--- src/rtl/iqd_pkg.sv ---
// Package: shared types for the I/Q de-interleaver.
// Assumes: nothing beyond IEEE 1800-2017.
package iqd_pkg;

    // Pairing state: either no I word is waiting, or one I word waits for its Q partner.
    typedef enum logic {
        PAIR_EMPTY  = 1'b0,
        PAIR_HAVE_I = 1'b1
    } pair_state_t;

endpackage

--- src/rtl/iqd_pin_decode.sv ---
// Module: iqd_pin_decode
// Decodes the single power-control input by how long it stays high.
// A run of SLEEP_CYCLES or more sampled-high edges raises sleep.
// A shorter run produces a one-cycle clear on the edge that samples the input low.
// Assumes: pwr_ctl is already synchronous to clk.
module iqd_pin_decode #(
    parameter int SLEEP_CYCLES = 4
) (
    input  logic clk,
    input  logic rst_n,
    input  logic pwr_ctl,
    output logic hold_o,
    output logic clear_o,
    output logic sleep_o
);

    localparam int CNT_W = $clog2(SLEEP_CYCLES + 1);
    localparam logic [CNT_W-1:0] LIMIT    = CNT_W'(SLEEP_CYCLES);
    localparam logic [CNT_W-1:0] LIMIT_M1 = CNT_W'(SLEEP_CYCLES - 1);

    logic [CNT_W-1:0] high_cnt;
    logic             sleep_q;

    // Count consecutive high samples (saturating) and set sleep once the threshold is met.
    always_ff @(posedge clk) begin
        if (!rst_n) begin
            high_cnt <= '0;
            sleep_q  <= 1'b0;
        end else if (pwr_ctl) begin
            if (high_cnt < LIMIT) begin
                high_cnt <= high_cnt + CNT_W'(1);
            end
            sleep_q <= (high_cnt >= LIMIT_M1);
        end else begin
            high_cnt <= '0;
            sleep_q  <= 1'b0;
        end
    end

    // A short run that has just ended acts as a clear.
    always_comb begin
        clear_o = !pwr_ctl && (high_cnt != '0) && (high_cnt < LIMIT);
    end

    // Any high sample blocks writes, since the pulse may still turn into a clear or sleep.
    always_comb begin
        hold_o  = pwr_ctl;
        sleep_o = sleep_q;
    end

    // sleep is left on the edge after the input is seen low.
    a_r6_sleep_exit: assert property (@(posedge clk) disable iff (!rst_n)
        !pwr_ctl |=> !sleep_q);

    // sleep can only start while the input is held high.
    a_r6_sleep_entry_high: assert property (@(posedge clk) disable iff (!rst_n)
        $rose(sleep_q) |-> $past(pwr_ctl));

    // ending a sleep-length pulse never produces a clear.
    a_r7_no_clear_after_sleep: assert property (@(posedge clk) disable iff (!rst_n)
        sleep_q |-> !clear_o);

endmodule

--- src/rtl/iqd_pair_fsm.sv ---
// Module: iqd_pair_fsm
// Steers bus writes into a pending I register and, on a Q write that follows an I write,
// loads the matched pair into the output registers with a one-cycle strobe.
// Assumes: wr_en is a synchronous qualifier. Clear has priority over hold, and hold over writes.
module iqd_pair_fsm
    import iqd_pkg::*;
#(
    parameter int DATA_W = 10
) (
    input  logic              clk,
    input  logic              rst_n,
    input  logic              clear,
    input  logic              hold,
    input  logic              wr_en,
    input  logic              sel_i,
    input  logic [DATA_W-1:0] data,
    output logic [DATA_W-1:0] pair_i,
    output logic [DATA_W-1:0] pair_q,
    output logic              pair_stb
);

    pair_state_t       st_q;
    logic [DATA_W-1:0] pend_i;

    // Capture writes, advance the pairing state and release the completed pairs.
    always_ff @(posedge clk) begin
        if (!rst_n || clear) begin
            st_q     <= PAIR_EMPTY;
            pend_i   <= '0;
            pair_i   <= '0;
            pair_q   <= '0;
            pair_stb <= 1'b0;
        end else begin
            pair_stb <= 1'b0;
            if (wr_en && !hold) begin
                if (sel_i) begin
                    pend_i <= data;
                    st_q   <= PAIR_HAVE_I;
                end else if (st_q == PAIR_HAVE_I) begin
                    pair_i   <= pend_i;
                    pair_q   <= data;
                    pair_stb <= 1'b1;
                    st_q     <= PAIR_EMPTY;
                end
            end
        end
    end

    // the strobe is a single-cycle pulse.
    a_r5_single_pulse: assert property (@(posedge clk) disable iff (!rst_n)
        pair_stb |=> !pair_stb);

    // a pair is released only when an I word was waiting.
    a_r3_needs_pending_i: assert property (@(posedge clk) disable iff (!rst_n)
        pair_stb |-> $past(st_q) == PAIR_HAVE_I);

    // a clear empties the pairing state and the outputs.
    a_r7_clear_empties: assert property (@(posedge clk) disable iff (!rst_n)
        clear |=> (st_q == PAIR_EMPTY) && (pair_i == '0) && (pair_q == '0) && !pair_stb);

    // while held, the pending word and the state do not move and no pair is released.
    a_r8_frozen_on_hold: assert property (@(posedge clk) disable iff (!rst_n)
        (hold && !clear) |=> $stable(pend_i) && $stable(st_q) && !pair_stb);

    // outputs keep their values when no pair is released.
    a_r5_outputs_hold: assert property (@(posedge clk) disable iff (!rst_n)
        (!clear && !(wr_en && !hold && !sel_i)) |=> $stable(pair_i) && $stable(pair_q));

endmodule

--- src/rtl/iqd_out_mask.sv ---
// Module: iqd_out_mask
// Forces both output words to zero while the block sleeps. The two channels share one template.
// Assumes: the sleep flag is registered, so the mask adds no extra register stage.
module iqd_out_mask #(
    parameter int DATA_W = 10,
    parameter int N_CH   = 2
) (
    input  logic [N_CH-1:0][DATA_W-1:0] words_in,
    input  logic                        sleep,
    output logic [N_CH-1:0][DATA_W-1:0] words_out
);

    // One zero-forcing gate per channel.
    for (genvar ch = 0; ch < N_CH; ch++) begin : g_ch
        always_comb begin
            words_out[ch] = sleep ? '0 : words_in[ch];
        end
    end

endmodule

--- src/rtl/iq_deinterleaver.sv ---
// Module: iq_deinterleaver (top)
// Splits an interleaved I/Q bus into paired I and Q words and decodes the power-control input.
// Assumes: all inputs are synchronous to clk. rst_n is synchronous and active low.
module iq_deinterleaver #(
    parameter int DATA_W       = 10,
    parameter int SLEEP_CYCLES = 4
) (
    input  logic              clk,
    input  logic              rst_n,
    input  logic [DATA_W-1:0] bus_data,
    input  logic              wr_en,
    input  logic              sel_i,
    input  logic              pwr_ctl,
    output logic [DATA_W-1:0] i_word,
    output logic [DATA_W-1:0] q_word,
    output logic              pair_valid,
    output logic              sleep_active
);

    localparam int N_CH = 2;

    logic                        hold;
    logic                        clear;
    logic                        sleep;
    logic [DATA_W-1:0]           pair_i;
    logic [DATA_W-1:0]           pair_q;
    logic                        pair_stb;
    logic [N_CH-1:0][DATA_W-1:0] raw_words;
    logic [N_CH-1:0][DATA_W-1:0] out_words;

    iqd_pin_decode #(
        .SLEEP_CYCLES(SLEEP_CYCLES)
    ) u_pin (
        .clk     (clk),
        .rst_n   (rst_n),
        .pwr_ctl (pwr_ctl),
        .hold_o  (hold),
        .clear_o (clear),
        .sleep_o (sleep)
    );

    iqd_pair_fsm #(
        .DATA_W(DATA_W)
    ) u_pair (
        .clk      (clk),
        .rst_n    (rst_n),
        .clear    (clear),
        .hold     (hold),
        .wr_en    (wr_en),
        .sel_i    (sel_i),
        .data     (bus_data),
        .pair_i   (pair_i),
        .pair_q   (pair_q),
        .pair_stb (pair_stb)
    );

    // Pack both channels for the shared mask template.
    always_comb begin
        raw_words[0] = pair_i;
        raw_words[1] = pair_q;
    end

    iqd_out_mask #(
        .DATA_W(DATA_W),
        .N_CH  (N_CH)
    ) u_mask (
        .words_in  (raw_words),
        .sleep     (sleep),
        .words_out (out_words)
    );

    // Drive the ports from the masked words and the control flags.
    always_comb begin
        i_word       = out_words[0];
        q_word       = out_words[1];
        pair_valid   = pair_stb;
        sleep_active = sleep;
    end

    // no pair is released while asleep.
    a_r8_no_pair_in_sleep: assert property (@(posedge clk) disable iff (!rst_n)
        sleep_active |-> !pair_valid);

    // reset leaves the outputs cleared and idle.
    a_r9_reset_clears: assert property (@(posedge clk)
        !rst_n |=> (i_word == '0) && (q_word == '0) && !pair_valid && !sleep_active);

endmodule

--- config.mk ---
export PLATFORM = sky130hd
export DESIGN_NAME = iq_deinterleaver
export DESIGN_NICKNAME = d
export VERILOG_FILES = /design/src/rtl/iqd_pkg.sv /design/src/rtl/iqd_pin_decode.sv /design/src/rtl/iqd_pair_fsm.sv /design/src/rtl/iqd_out_mask.sv /design/src/rtl/iq_deinterleaver.sv
export SDC_FILE = /design/constraint.sdc
export NUM_CORES = 1
export LEC_CHECK = 0
export BUFFER_PORTS_ARGS = -buffer_cell sky130_fd_sc_hd__buf_2
export CELL_PAD_IN_SITES_DETAIL_PLACEMENT = 1
export CELL_PAD_IN_SITES_GLOBAL_PLACEMENT = 2
export CORE_ASPECT_RATIO = 0.6
export CORE_MARGIN = 2
export CORE_UTILIZATION = 30
export CTS_CLUSTER_SIZE = 16
export DETAILED_ROUTE_END_ITERATION = 12
export PLACE_DENSITY_LB_ADDON = 0.05
export SYNTH_ARGS = -nofsm -noshare
export SYNTH_HDL_FRONTEND = slang
export SYNTH_SLANG_ARGS = --single-unit
--- constraint.sdc ---
create_clock -name clk -period 1.9 [get_ports clk]
set_clock_uncertainty 0.2 [all_clocks]
set_input_delay 0 -clock clk [delete_from_list [all_inputs] [get_ports clk]]
set_output_delay 0 -clock clk [all_outputs]
set_load 0.03 [all_outputs]
# --- Yosys cells after proc, flatten, opt, wreduce, memory -nomap -nowiden ---
# Cells that the tools add are included.
word_totals:
  ff_bits: 36
  in_bits: 15
  output_inout_bits: 22
  elab_cells: 27
op_classes:
  addsub: 1
  n_lt_le_gt_ge: 2
  muxes: 4
  n_bitwise: 2
  reduce_logical: 11
ops:
  columns: ["cell", "count"]
  rows:
  - ["2-to-1 mux 10 bit", 2]
  - ["AND reduction 2 bit", 2]
  - ["adder 3 x 1 -> 3 bit, second input constant", 1]
  - [">= comparator 3 x 2 -> 1 bit, second input constant", 1]
  - ["logical AND 1 bit", 3]
  - ["less-than comparator 3 bit, second input constant", 1]
  - ["AND reduction 3 bit", 1]
  - ["nonzero test 3 bit", 1]
  - ["OR reduction 3 bit", 1]
  - ["logical NOT 1 bit", 2]
  - ["2-to-1 mux 1 bit", 2]
  - ["inverter 1 bit", 2]
  - ["logical OR 1 bit", 1]

# --- Depth between registers and ports, before layout ---
# Gate-level depths: netlist of the first run.
logic_depth:
  word_depth: 5
  depth_mapped: 5
  ltp_nobuf: 4

# --- By module ---
# Synthesis of the first run repeated with hierarchy kept, for this count alone.
unflattened:
  hier_cells: 170
  hier_area_um2: 1532.7
by_module_without_submodules:
  columns: ["module", "n_inst", "cells_each", "area_each_um2", "seq_area_each_um2"]
  rows:
  - ["iqd_pair_fsm", 1, 128, 1127.3, 640.6]
  - ["iqd_out_mask", 1, 22, 217.7, 0.0]
  - ["iqd_pin_decode", 1, 20, 187.7, 80.1]

# --- Worst setup path before layout of the first run ---
# No wires, ideal clock.
synth_path:
  kind: "register to register"
  startpoint: "reg u_pin.high_cnt[0]"
  endpoint: "reg u_pair.pend_i[0]"
  setup_time_ns: 0.117
  arrival_ns: 1.154
  required_ns: 1.583
  setup_slack_ns: 0.429
  stages_incl_launch_ff: 6
  n_path_buf: 1
  period_less_slack_ns: 1.471
  path_cell_list: "dfxtp_1 -> inv_1 -> ha_1 -> o31ai_4 -> buf_2 -> nor2_1"
synth_via:
  elab_chain_cells: 4
  elab_cells_between_ends: 5
  cone_classes: "order compare: 1; reduce/logical: 4"
synth_rtl:
  columns: ["item", "line", "text"]
  rows:
  - ["start, declared", "iqd_pin_decode.sv:21", "logic [CNT_W-1:0] high_cnt;"]
  - ["start signal, assigned", "iqd_pin_decode.sv:31", "high_cnt <= high_cnt + CNT_W'(1);"]
  - ["branches (longest 2 deep; another with less-than comparator 3 bit)", null, null]
  - ["logical AND 1 bit (*)", "iqd_pin_decode.sv:42", "clear_o = !pwr_ctl && (high_cnt != '0) && (high_cnt < LIMIT);"]
  - ["logical OR 1 bit (*)", "iqd_pair_fsm.sv:27", "if (!rst_n || clear) begin"]
  - ["end signal, assigned", "iqd_pair_fsm.sv:37", "pend_i <= data;"]
  - ["end, declared", "iqd_pair_fsm.sv:23", "logic [DATA_W-1:0] pend_i;"]
# Every way passes the cells marked *.
# A chain may end at the register's enable or synchronous reset.

# --- Final worst setup path of the first run ---
layout_path:
  startpoint: "reg u_pin.high_cnt[0]"
  endpoint: "reg u_pair.pend_i[6]"
# Same word-level chain as after synthesis.

==> run metrics, run 1 <==
Post-Layout Cell Count 279; Syn Area/Cell 8.71 µm²; clock slew at reported path FFs 60 ps; TNS Setup 0 ps; crit path kind reg2reg; worst hold path depth 4; top cell family by delay on the critical path flip-flops; worst setup timing slack at the placement stage roughly 340 ps; global-route wire length before repair around 5.7 mm; most common cell after layout, fill and taps aside sky130_fd_sc_hd__nand2_1; fraction of final layout cells with drive strength greater than 1 between 20% and 30%; count of antenna diodes in the layout 0; total congestion overflow 0; largest area contributor in the synthesized netlist sky130_fd_sc_hd__dfxtp_1; pwr dens a little over 700 nW/µm²; Distinct cells, synth 19; synthesized cell area roughly 1500 µm²; relative max-transition margin 71.3%; Worst-Margin Slew 430 ps; post-detailed-route DRC marker count 0; total power after layout 1.36 mW; clock tree from TritonCTS done; cell depth of the worst setup path 5; ranking of synthesized cells by area sky130_fd_sc_hd__dfxtp_1 (49%), sky130_fd_sc_hd__nand2_1 (11%), sky130_fd_sc_hd__nor2b_1 (8.6%); tightest hold margin 71.1 ps; maximum clock path buffer count 2; starting density of the core 31.6%; core occupancy in the finished layout 41.0%; ANT nets after route 0; unrepaired setup endpoints after global routing false; clk_lat worst skew 280 ps; IO Pins 37; class of the worst hold path in2reg; # clock sinks 36; Detailed Place HPWL 2.37 mm; min cycle time layout 1560 ps; total routing resource utilization after global routing 13.8%; vias post-DR between 1000 and 1500; post-synthesis net count around 190; Filler cells 566; via count of the first global-routing pass 1281; minimum setup slack in the final design 344 ps; FF+latch count, synth 36; CP Cell Sequence inv_1 -> ha_1 -> o31ai_4 -> buf_12 -> nor2_1; fraction of synthesized cell area taken by the top area cell type 49.3%; number of gates given a new drive strength after cts 0; Ys Warns 0; maximum VDD drop 0.272 mV; Bufs and invs on worst path 2; post-synthesis cell count 168; placer congestion estimate 0.670; static leakage ~0.87 nW; net total in the final layout 236; number of placed instances, taps included 261; total clock buffers created by CTS 5; die width 94.1 µm; vias per inst roughly 4.6; total detailed-routing wirelength about 3.5 mm; required time at the endpoint of the critical path 1870 ps; maximum number of pins on one net before global-route repair 33; die outline area 5470 µm²; die span in y slightly below 60 µm; max-cap violations 0; register area share after synthesis 49.3%; mean routed wirelength per cell between 10 and 15 µm; number of max-slew violations in the final report 0; achievable frequency 643 MHz; dpl cell area 1700 µm²; commonest cells after routing, fill and taps aside sky130_fd_sc_hd__nand2_1 (41), sky130_fd_sc_hd__buf_2 (36), sky130_fd_sc_hd__dfxtp_1 (36); antenna violations before repair 0; Data arrival, critical path 1520 ps; final non-filler cell area 1900 µm²; input/output buffers 36; count of standard-cell rows 19; final number of setup-violating endpoints 0; Synth-to-Final Area Change 29.9%; H-tree lvl count 2; Core Area 4640 µm²; first-pass iteration count of the detailed router 3; root cell of the clock tree sky130_fd_sc_hd__clkbuf_8; kind of start point of the critical path flop; slowest cell on the critical path sky130_fd_sc_hd__dfxtp_1; number of cells traversed by the worst register-to-register path 5; final hold violations 0; Critical Path Max Stage Delay 400 ps; run status complete, no violations; Max Fanout on Critical Path 32; sort of element at the end of the critical path flop; 1st-iter DRT viols 22; period utilization between 80% and 90%
## report_power, final
group | switching [mW] | internal (mW) | total [mW]
clock network | 0.241 | 0.236 | 0.477
logic | 0.0546 | 0.0552 | 0.110
registers | 0.00746 | 0.766 | 0.774
total | 0.303 | 1.06 | 1.36
## per-layer routing
| layer | global-route usage, % | wire length [µm] | vias to the layer above |
|---|---|---|---|
| met5 | 0 | 0 | - |
| met4 | 6.83 | 73 | 0 |
| met3 | 3.90 | 142 | 7 |
| met2 | 24.5 | 1750 | 25 |
| met1 | 15.5 | 1490 | 602 |
| li1 | - | - | 637 |
## worst min-delay path: cells and delay by family
| family | cells | cell delay [ps] |
|---|---|---|
| AOI/OAI and AO/OA | 1 | 130 |
| buffers and inverters | 2 | 300 |
| and+or+nand+nor | 1 | 80 |
## cell families (layout without fill, tap and decap cells)
family,Yosys count,after routing,synth area share [%]
compound gates,25,25,9.84
xor+xnor,1,1,0.599
fa+ha+maj,3,3,2.57
buf+inv,14,62,5.39
flops,36,36,49.3
mux,11,11,7.53
simple gates,78,78,24.8
## what timing repair did
action / CTS / global route
hold buffers: 13 / 0
hold endpoints to repair: 35 / 0
buffers inserted: 0 / 0
## layout make-up
cell class	instances	area, µm²	share of cell area, %
clock buffers	5	68.8	3.62
inverters	4	15.0	0.791
multi-input cells	118	663	34.9
flip-flops and latches	36	721	37.9
well taps	63	78.8	4.15
repair buffers	53	353	18.6
## path summary, 6_finish.rpt
kind	startpoint	endpoint	slack, ps
setup / recovery	u_pin.high_cnt[0]$_SDFFE_PN0N_	u_pair.pend_i[6]$_SDFFE_PP0P_	340
hold / removal	sel_i	u_pair.st_q$_SDFFE_PP0N_	70
setup reg to reg	u_pin.high_cnt[0]$_SDFFE_PN0N_	u_pair.pend_i[6]$_SDFFE_PP0P_	340
hold reg to reg	u_pair.pair_i[5]$_SDFFE_PP0P_	u_pair.pair_i[5]$_SDFFE_PP0P_	250
## registers in the layout, summed over array words and instances (netlist names)
| name | flops |
|---|---|
| u_pair.pair_q | 10 |
| u_pin.sleep_o | 1 |
| u_pair.pend_i | 10 |
| u_pair.pair_i | 10 |
| u_pair.st_q | 1 |
| u_pin.high_cnt | 3 |
| u_pair.pair_stb | 1 |
## synth_stat cells
cell                         n
sky130_fd_sc_hd__buf_2       3
sky130_fd_sc_hd__and4bb_2    1
sky130_fd_sc_hd__a211oi_1    1
sky130_fd_sc_hd__buf_4       4
sky130_fd_sc_hd__dfxtp_1    36
sky130_fd_sc_hd__nor2_1     14
sky130_fd_sc_hd__o21ai_0     1
sky130_fd_sc_hd__clkbuf_1    2
sky130_fd_sc_hd__a21oi_1    22
sky130_fd_sc_hd__xor2_1      1
sky130_fd_sc_hd__nand3b_1    1
sky130_fd_sc_hd__inv_1       4
sky130_fd_sc_hd__ha_1        3
sky130_fd_sc_hd__o31ai_4     1
sky130_fd_sc_hd__nand2_1    41
sky130_fd_sc_hd__buf_6       1
sky130_fd_sc_hd__mux2i_1    11
sky130_fd_sc_hd__nor2b_1    20
sky130_fd_sc_hd__nand4bb_1   1
Power figures use the tool's default switching activity.
==> run 2: changes to the inputs <==
--- a/config.mk
+++ b/config.mk
@@ -10,7 +10,7 @@
 export CELL_PAD_IN_SITES_GLOBAL_PLACEMENT = 2
 export CORE_ASPECT_RATIO = 0.6
 export CORE_MARGIN = 2
-export CORE_UTILIZATION = 30
+export CORE_UTILIZATION = 27
 export CTS_CLUSTER_SIZE = 16
 export DETAILED_ROUTE_END_ITERATION = 12
 export PLACE_DENSITY_LB_ADDON = 0.05
==> constraint.sdc (replaced) <==
create_clock -name clk -period 1.35 [get_ports clk]
set_clock_uncertainty 0.2 [all_clocks]
set_input_delay 0 -clock clk [delete_from_list [all_inputs] [get_ports clk]]
set_output_delay 0 -clock clk [all_outputs]
set_load 0.03 [all_outputs]
==> run metrics, run 2 (same netlist as run 1, synthesis figures left out) <==
run status finished, violations left (was complete, no violations); violations in the final reports negative setup slack; # clock sinks 36 (unchanged); dpl cell area 1760 µm² (was 1700 µm²); Bufs and invs on worst path 3 (was 2); placer congestion estimate 0.687 (was 0.670); maximum clock path buffer count 2 (unchanged); origin of the worst min-delay path sel_i (unchanged); minimum setup slack in the final design -64.3 ps (was 344 ps); clock tree from TritonCTS done (unchanged); total power after layout 2.13 mW (was 1.36 mW); Synth-to-Final Area Change 50.3% (was 29.9%); ANT nets after route 0 (unchanged); most common cell after layout, fill and taps aside sky130_fd_sc_hd__nand2_1 (unchanged); number of max-slew violations in the final report 0 (unchanged); core occupancy in the finished layout 42.9% (was 41.0%); required time at the endpoint of the critical path 1320 ps (was 1870 ps); maximum number of pins on one net before global-route repair 22 (was 33); Critical Path Max Stage Delay 350 ps (was 400 ps); kind of start point of the critical path flop (unchanged); IO Pins 37 (unchanged); total routing resource utilization after global routing 14.4% (was 13.8%); TNS Setup -1460 ps (was 0 ps); Top Registers u_pair.pair_i x10, u_pair.pair_q x10, u_pair.pend_i x10 (unchanged); vias post-DR 1319 (was 1271); root cell of the clock tree sky130_fd_sc_hd__clkbuf_8 (unchanged); fraction of final layout cells with drive strength greater than 1 39.2% (was 21.8%); static leakage 0.954 nW (was 0.868 nW); Detailed Place HPWL 2.54 mm (was 2.37 mm); layer carrying the most global-route usage met2 (unchanged); max-cap violations 0 (unchanged); Reg-to-Reg Start u_pin.high_cnt[0]$_SDFFE_PN0N_ (unchanged); final non-filler cell area 2200 µm² (was 1900 µm²); starting density of the core 28.5% (was 31.6%); vias per inst 4.50 (was 4.56); sort of element at the end of the critical path flop (unchanged); pwr dens 967 nW/µm² (was 716 nW/µm²); class of the worst hold path in2reg (unchanged); total detailed-routing wirelength 4.05 mm (was 3.45 mm); crit path kind reg2reg (unchanged); commonest cells after routing, fill and taps aside sky130_fd_sc_hd__nand2_1 (41), sky130_fd_sc_hd__dfxtp_1 (33), sky130_fd_sc_hd__buf_2 (30) (was sky130_fd_sc_hd__nand2_1 (41), sky130_fd_sc_hd__buf_2 (36), sky130_fd_sc_hd__dfxtp_1 (36)); count of standard-cell rows 20 (was 19); Crit. Startpoint u_pin.high_cnt[0]$_SDFFE_PN0N_ (unchanged); min cycle time layout 1410 ps (was 1560 ps); total congestion overflow 0 (unchanged); Core Area 5130 µm² (was 4640 µm²); first-pass iteration count of the detailed router 4 (was 3); Max Fanout on Critical Path 16 (was 32); 1st-iter DRT viols 20 (was 22); CP Cell Sequence inv_2 -> ha_4 -> o31ai_4 -> buf_4 -> buf_12 -> a21oi_1 (was inv_1 -> ha_1 -> o31ai_4 -> buf_12 -> nor2_1); count of antenna diodes in the layout 0 (unchanged); die span in y 61.0 µm (was 58.1 µm); unrepaired setup endpoints after global routing true (was false); mean routed wirelength per cell 13.8 µm (was 12.4 µm); Filler cells 603 (was 566); global-route wire length before repair 6.60 mm (was 5.67 mm); final number of setup-violating endpoints 33 (was 0); top cell family by delay on the critical path buffers and inverters (was flip-flops); clk_lat worst skew 280 ps (about the same); antenna violations before repair 0 (unchanged); net total in the final layout 245 (was 236); via count of the first global-routing pass 1417 (was 1281); final hold violations 0 (unchanged); H-tree lvl count 2 (unchanged); Worst-Margin Slew 261 ps (was 430 ps); clock slew at reported path FFs 70 ps (was 60 ps); relative max-transition margin 82.1% (was 71.3%); maximum VDD drop 0.413 mV (was 0.272 mV); total clock buffers created by CTS 5 (unchanged); die width 99.0 µm (was 94.1 µm); die outline area 6040 µm² (was 5470 µm²); met3 usage in global routing 3.41% (was 3.90%); period utilization 105% (was 81.9%); met2 usage in global routing 27.6% (was 24.5%); achievable frequency 707 MHz (was 643 MHz); flop-to-flop setup slack -60 ps (was 340 ps); FF/Latch Area 724 µm² (was 721 µm²); slowest cell on the critical path sky130_fd_sc_hd__dfxtp_2 (was sky130_fd_sc_hd__dfxtp_1); Data arrival, critical path 1380 ps (was 1520 ps); post-detailed-route DRC marker count 0 (unchanged); area occupied by multi-input gates 772 µm² (was 663 µm²); input/output buffers 36 (unchanged); met1 track demand over resource in global routing 16.2% (was 15.5%)
## run 2: changes by cell type in the layout (fill, tap and decap cells not counted), sizes merged
cell / previous run / this run
buf: 40 / 49
clkbuf: 5 / 7
## run 2: final timing paths
check | to | depth (start not counted)
worst max-delay path | u_pair.pair_i[9]$_SDFFE_PP0P_ | 6
worst min-delay path | u_pair.pair_stb$_SDFF_PP0_ | 4
worst max register to register | u_pair.pair_i[9]$_SDFFE_PP0P_ | 6
worst min register to register | u_pair.pair_i[6]$_SDFFE_PP0P_ | 2
## run 2: power by group
group          internal (mW)  switching [mW]
clock network          0.454           0.356
registers               1.08          0.0100
logic                  0.121           0.106
total                   1.65           0.472
## run 2: timing repair
item	4_1_cts	5_1_grt
setup buffers	4	0
cloned	2	0
hold buffers	13	0
endpoints found under the hold margin	25	0
setup endpoints to repair	33	41
gates resized for setup	20	27
pin swaps	0	1
## run 2: metrics by stage
stage	setup WS, ps	instances	hold WS (ps)
final	-64.3	293	54.2
after global routing	-116	293	96.4
after CTS	-54.4	293	52.6
after detailed placement	-70.9	267	61.0
after global placement	-27.1	267	45.8
after floorplan	4.80	168	-66.6
## run 2: cell type report
type	count	share of cell area, %
Clock buffer	7	4.38
Inverter	4	0.683
Sequential cell	36	33.0
Multi-Input combinational cell	118	35.1
Tap cell	66	3.76
Timing Repair Buffer	62	23.1
## run 2: worst reg2reg max path, delay by kind of cell (launching register included)
family	cells	cell delay, ps
buf+inv	3	350
flops	1	350
compound gates	2	250
fa+ha+maj	1	150
## run 2: metal layers
metal  up-vias  part of all wire, %  routed length, µm
met5         -                    0                  0
met4         0                 0.84                 34
met3         5                  3.5                141
met2        26                   50               2020
met1       631                   46               1850
li1        657                    -                  -
==> run 3: changes to the inputs <==
--- a/config.mk
+++ b/config.mk
@@ -5,12 +5,13 @@
 export SDC_FILE = /design/constraint.sdc
 export NUM_CORES = 1
 export LEC_CHECK = 0
+export ABC_AREA = 1
 export BUFFER_PORTS_ARGS = -buffer_cell sky130_fd_sc_hd__buf_2
 export CELL_PAD_IN_SITES_DETAIL_PLACEMENT = 1
 export CELL_PAD_IN_SITES_GLOBAL_PLACEMENT = 2
 export CORE_ASPECT_RATIO = 0.6
 export CORE_MARGIN = 2
-export CORE_UTILIZATION = 27
+export CORE_UTILIZATION = 25
 export CTS_CLUSTER_SIZE = 16
 export DETAILED_ROUTE_END_ITERATION = 12
 export PLACE_DENSITY_LB_ADDON = 0.05
==> run metrics, run 3 <==
run status finished, violations left (unchanged); violations in the final reports negative hold slack, negative setup slack (was negative setup slack); worst setup timing slack at the placement stage -206 ps (was -70.9 ps); register area share after synthesis 42.9% (was 49.3%); first-pass iteration count of the detailed router 3 (was 4); required time at the endpoint of the critical path 1330 ps (was 1320 ps); number of max-slew violations in the final report 0 (unchanged); Detailed Place HPWL 3.24 mm (was 2.54 mm); total congestion overflow 0 (unchanged); flip-flop cell with the highest count after synthesis sky130_fd_sc_hd__dfxtp_1 (unchanged); critical path endpoint u_pair.pair_i[0]$_SDFFE_PP0P_ (was u_pair.pair_i[9]$_SDFFE_PP0P_); FF+latch count, synth 36 (unchanged); achievable frequency 724 MHz (was 707 MHz); relative contribution of sequential cells to total power 48.3% (was 51.2%); Distinct cells, synth 17 (was 19); IO Pins 37 (unchanged); ANT nets after route 0 (unchanged); fraction of synthesized cell area taken by the top area cell type 42.9% (was 49.3%); total clock buffers created by CTS 5 (unchanged); min cycle time layout 1380 ps (was 1410 ps); CP Cell Sequence inv_2 -> ha_4 -> nor2_4 -> a21oi_4 -> buf_12 -> nand2_2 -> nor2_2 (was inv_2 -> ha_4 -> o31ai_4 -> buf_4 -> buf_12 -> a21oi_1); maximum clock path buffer count 2 (unchanged); input/output buffers 36 (unchanged); minimum setup slack in the final design -31.5 ps (was -64.3 ps); maximum number of pins on one net before global-route repair 20 (was 22); # hold bufs at CTS 14 (was 13); mean routed wirelength per cell 12.0 µm (was 13.8 µm); Crit. Startpoint u_pin.high_cnt[0]$_SDFFE_PN0N_ (unchanged); maximum VDD drop 0.335 mV (was 0.413 mV); global-route wire length before repair 8.18 mm (was 6.60 mm); cell depth of the worst setup path 7 (was 6); die width 110 µm (was 99.0 µm); leading cell type by number of instances after synthesis sky130_fd_sc_hd__nor2_1 (was sky130_fd_sc_hd__nand2_1); Data arrival, critical path 1370 ps (was 1380 ps); Top Registers u_pair.pair_i x10, u_pair.pair_q x10, u_pair.pend_i x10 (unchanged); top cell family by delay on the critical path flip-flops (was buffers and inverters); Critical Path Max Stage Delay 330 ps (was 350 ps); 1st-iter DRT viols 26 (was 20); flop-to-flop setup slack -30 ps (was -60 ps); class of the worst hold path in2reg (unchanged); vias per inst 4.15 (was 4.50); root cell of the clock tree sky130_fd_sc_hd__clkbuf_8 (unchanged); final hold violations 4 (was 0); synthesized cell area 1680 µm² (was 1460 µm²); Synth-to-Final Area Change 49.0% (was 50.3%); Switching Share 25.6% (was 22.2%); count of standard-cell rows 23 (was 20); pwr dens 901 nW/µm² (was 967 nW/µm²); period utilization 102% (was 105%); via count of the first global-routing pass 1686 (was 1417); Max Fanout on Critical Path 10 (was 16); crit path kind reg2reg (unchanged); relative max-transition margin 62.4% (was 82.1%); number of synthesized flops with an enable pin 0 (unchanged); kind of start point of the critical path flop (unchanged); # clock sinks 36 (unchanged); post-detailed-route DRC marker count 0 (unchanged); max-cap violations 0 (unchanged); capture point of the worst reg-to-reg path u_pair.pair_i[0]$_SDFFE_PP0P_ (was u_pair.pair_i[9]$_SDFFE_PP0P_); starting density of the core 25.5% (was 28.5%); post-synthesis net count 272 (was 186); post-synthesis cell count 254 (was 168); die outline area 7420 µm² (was 6040 µm²); total detailed-routing wirelength 4.86 mm (was 4.05 mm); static leakage 1.08 nW (was 0.954 nW); most common cell after layout, fill and taps aside sky130_fd_sc_hd__nor2_1 (was sky130_fd_sc_hd__nand2_1); count of antenna diodes in the layout 0 (unchanged); slowest cell on the critical path sky130_fd_sc_hd__dfxtp_2 (unchanged); Core Area 6590 µm² (was 5130 µm²); clock slew at reported path FFs 70 ps (about the same); ranking of synthesized cells by area sky130_fd_sc_hd__dfxtp_1 (43%), sky130_fd_sc_hd__nor2_1 (14%), sky130_fd_sc_hd__inv_1 (10%) (was sky130_fd_sc_hd__dfxtp_1 (49%), sky130_fd_sc_hd__nand2_1 (11%), sky130_fd_sc_hd__nor2b_1 (8.6%)); die span in y 67.5 µm (was 61.0 µm); fraction of final layout cells with drive strength greater than 1 36.5% (was 39.2%); final number of setup-violating endpoints 32 (was 33); vias post-DR 1679 (was 1319); largest area contributor in the synthesized netlist sky130_fd_sc_hd__dfxtp_1 (unchanged); Reg-to-Reg Start u_pin.high_cnt[0]$_SDFFE_PN0N_ (unchanged); post-synthesis async set-or-reset flop share 0% (unchanged); core occupancy in the finished layout 38.0% (was 42.9%); unrepaired setup endpoints after global routing true (unchanged); net total in the final layout 336 (was 245); total internal power 1.68 mW (was 1.65 mW); sort of element at the end of the critical path flop (unchanged); clock tree from TritonCTS done (unchanged); H-tree lvl count 2 (unchanged); P_sw 0.579 mW (was 0.472 mW); clk_lat worst skew 280 ps (about the same); Ys Warns 0 (unchanged); top cells by count, synth sky130_fd_sc_hd__nor2_1 (63), sky130_fd_sc_hd__inv_1 (46), sky130_fd_sc_hd__nand2_1 (39) (was sky130_fd_sc_hd__nand2_1 (41), sky130_fd_sc_hd__dfxtp_1 (36), sky130_fd_sc_hd__a21oi_1 (22)); placer congestion estimate 0.713 (was 0.687); tightest hold margin -88.7 ps (was 54.2 ps); commonest cells after routing, fill and taps aside sky130_fd_sc_hd__nor2_1 (58), sky130_fd_sc_hd__inv_1 (44), sky130_fd_sc_hd__dfxtp_1 (34) (was sky130_fd_sc_hd__nand2_1 (41), sky130_fd_sc_hd__dfxtp_1 (33), sky130_fd_sc_hd__buf_2 (30)); Worst-Margin Slew 563 ps (was 261 ps); Filler cells 841 (was 603); Syn Area/Cell 6.62 µm² (was 8.71 µm²); total power after layout 2.26 mW (was 2.13 mW); clock network power share 37.1% (was 38.1%); Bufs and invs on worst path 2 (was 3); total routing resource utilization after global routing 14.9% (was 14.4%); share of power burned in combinational logic 14.6% (was 10.7%); antenna violations before repair 0 (unchanged); number of cells traversed by the worst register-to-register path 7 (was 6)
## run 3: changes by cell type after synthesis, moves of 3 or more
cell / delta
sky130_fd_sc_hd__nand3_1: +31
sky130_fd_sc_hd__nor2_2: +3
sky130_fd_sc_hd__buf_2: +4
sky130_fd_sc_hd__nor2_1: +49
sky130_fd_sc_hd__inv_1: +42
sky130_fd_sc_hd__a21oi_1: -9
sky130_fd_sc_hd__nor2b_1: -20
sky130_fd_sc_hd__mux2i_1: -11
## run 3: worst min-delay path by stage
stage	start	end	slack (ps)	cells past startpoint
2_1_floorplan	rst_n	u_pair.pend_i[0]$_SDFFE_PP0P_	-40	2
3_3_place_gp	bus_data[9]	u_pair.pend_i[9]$_SDFFE_PP0P_	90	3
3_5_place_dp	bus_data[4]	u_pair.pend_i[4]$_SDFFE_PP0P_	90	3
5_1_grt	pwr_ctl	u_pin.sleep_o$_SDFF_PN0_	-60	3
4_1_cts	pwr_ctl	u_pin.high_cnt[0]$_SDFFE_PN0N_	-100	3
6_report	pwr_ctl	u_pin.sleep_o$_SDFF_PN0_	-90	3
## run 3: cell families (layout without fill, tap and decap cells)
logic type,after synthesis,in the layout,share of synthesized area (%)
AOI/OAI and AO/OA,16,17,5.80
adders and majority gates,3,3,2.23
buffers and inverters,62,124,15.7
DFF,36,36,42.9
and+or+nand+nor,137,138,33.4
## run 3: area by class of cell
cell class | instances | area (µm²) | area share [%]
inverter | 48 | 180 | 7.19
timing repair buffer | 69 | 513 | 20.5
sequential | 36 | 723 | 28.9
tap | 87 | 109 | 4.35
clock buffer | 7 | 96.3 | 3.85
multi-input combinational | 158 | 883 | 35.3
## run 3: worst register-to-register path, stage by stage (launching register included)
cell                      delay (ps)
sky130_fd_sc_hd__dfxtp_2         330
sky130_fd_sc_hd__inv_2            50
sky130_fd_sc_hd__ha_4            150
sky130_fd_sc_hd__nor2_4          200
sky130_fd_sc_hd__a21oi_4          90
sky130_fd_sc_hd__buf_12          160
sky130_fd_sc_hd__nand2_2          60
sky130_fd_sc_hd__nor2_2           30
## run 3: through the flow
step	hold WS (ps)	setup TNS (ps)	cells	area, µm²
5_1_grt	-55.5	-2330	405	2500
6_report	-88.7	-468	405	2500
3_5_place_dp	92.4	-4450	378	2010
4_1_cts	-103	-1380	405	2400
3_3_place_gp	88.8	-4620	378	2010
2_1_floorplan	-44.9	0	254	1690
## run 3: routing by layer
metal	vias up	global-route usage (%)	part of all wire, %
li1	885	-	-
met1	767	20.6	54
met2	22	23.1	42
met3	5	3.28	2.8
met4	0	4.75	1.0
met5	-	0	0
## run 3: timing repair
item,in CTS,in global routing
endpoints found under the hold margin,26,4
setup endpoints to repair,32,44
pin swaps,6,7
setup buffers,4,1
gates cloned,2,0
gates resized for setup,31,35
## run 3: power groups by stage
| stage | Combinational [mW] | Sequential [mW] | Clock [mW] |
|---|---|---|---|
| 2_1_floorplan | 0.142 | 1.12 | 0 |
| 3_3_place_gp | 0.215 | 1.11 | 0 |
| 3_5_place_dp | 0.216 | 1.12 | 0 |
| 4_1_cts | 0.314 | 1.09 | 0.886 |
| 5_1_grt | 0.367 | 1.09 | 0.927 |
| 6_report | 0.329 | 1.09 | 0.837 |
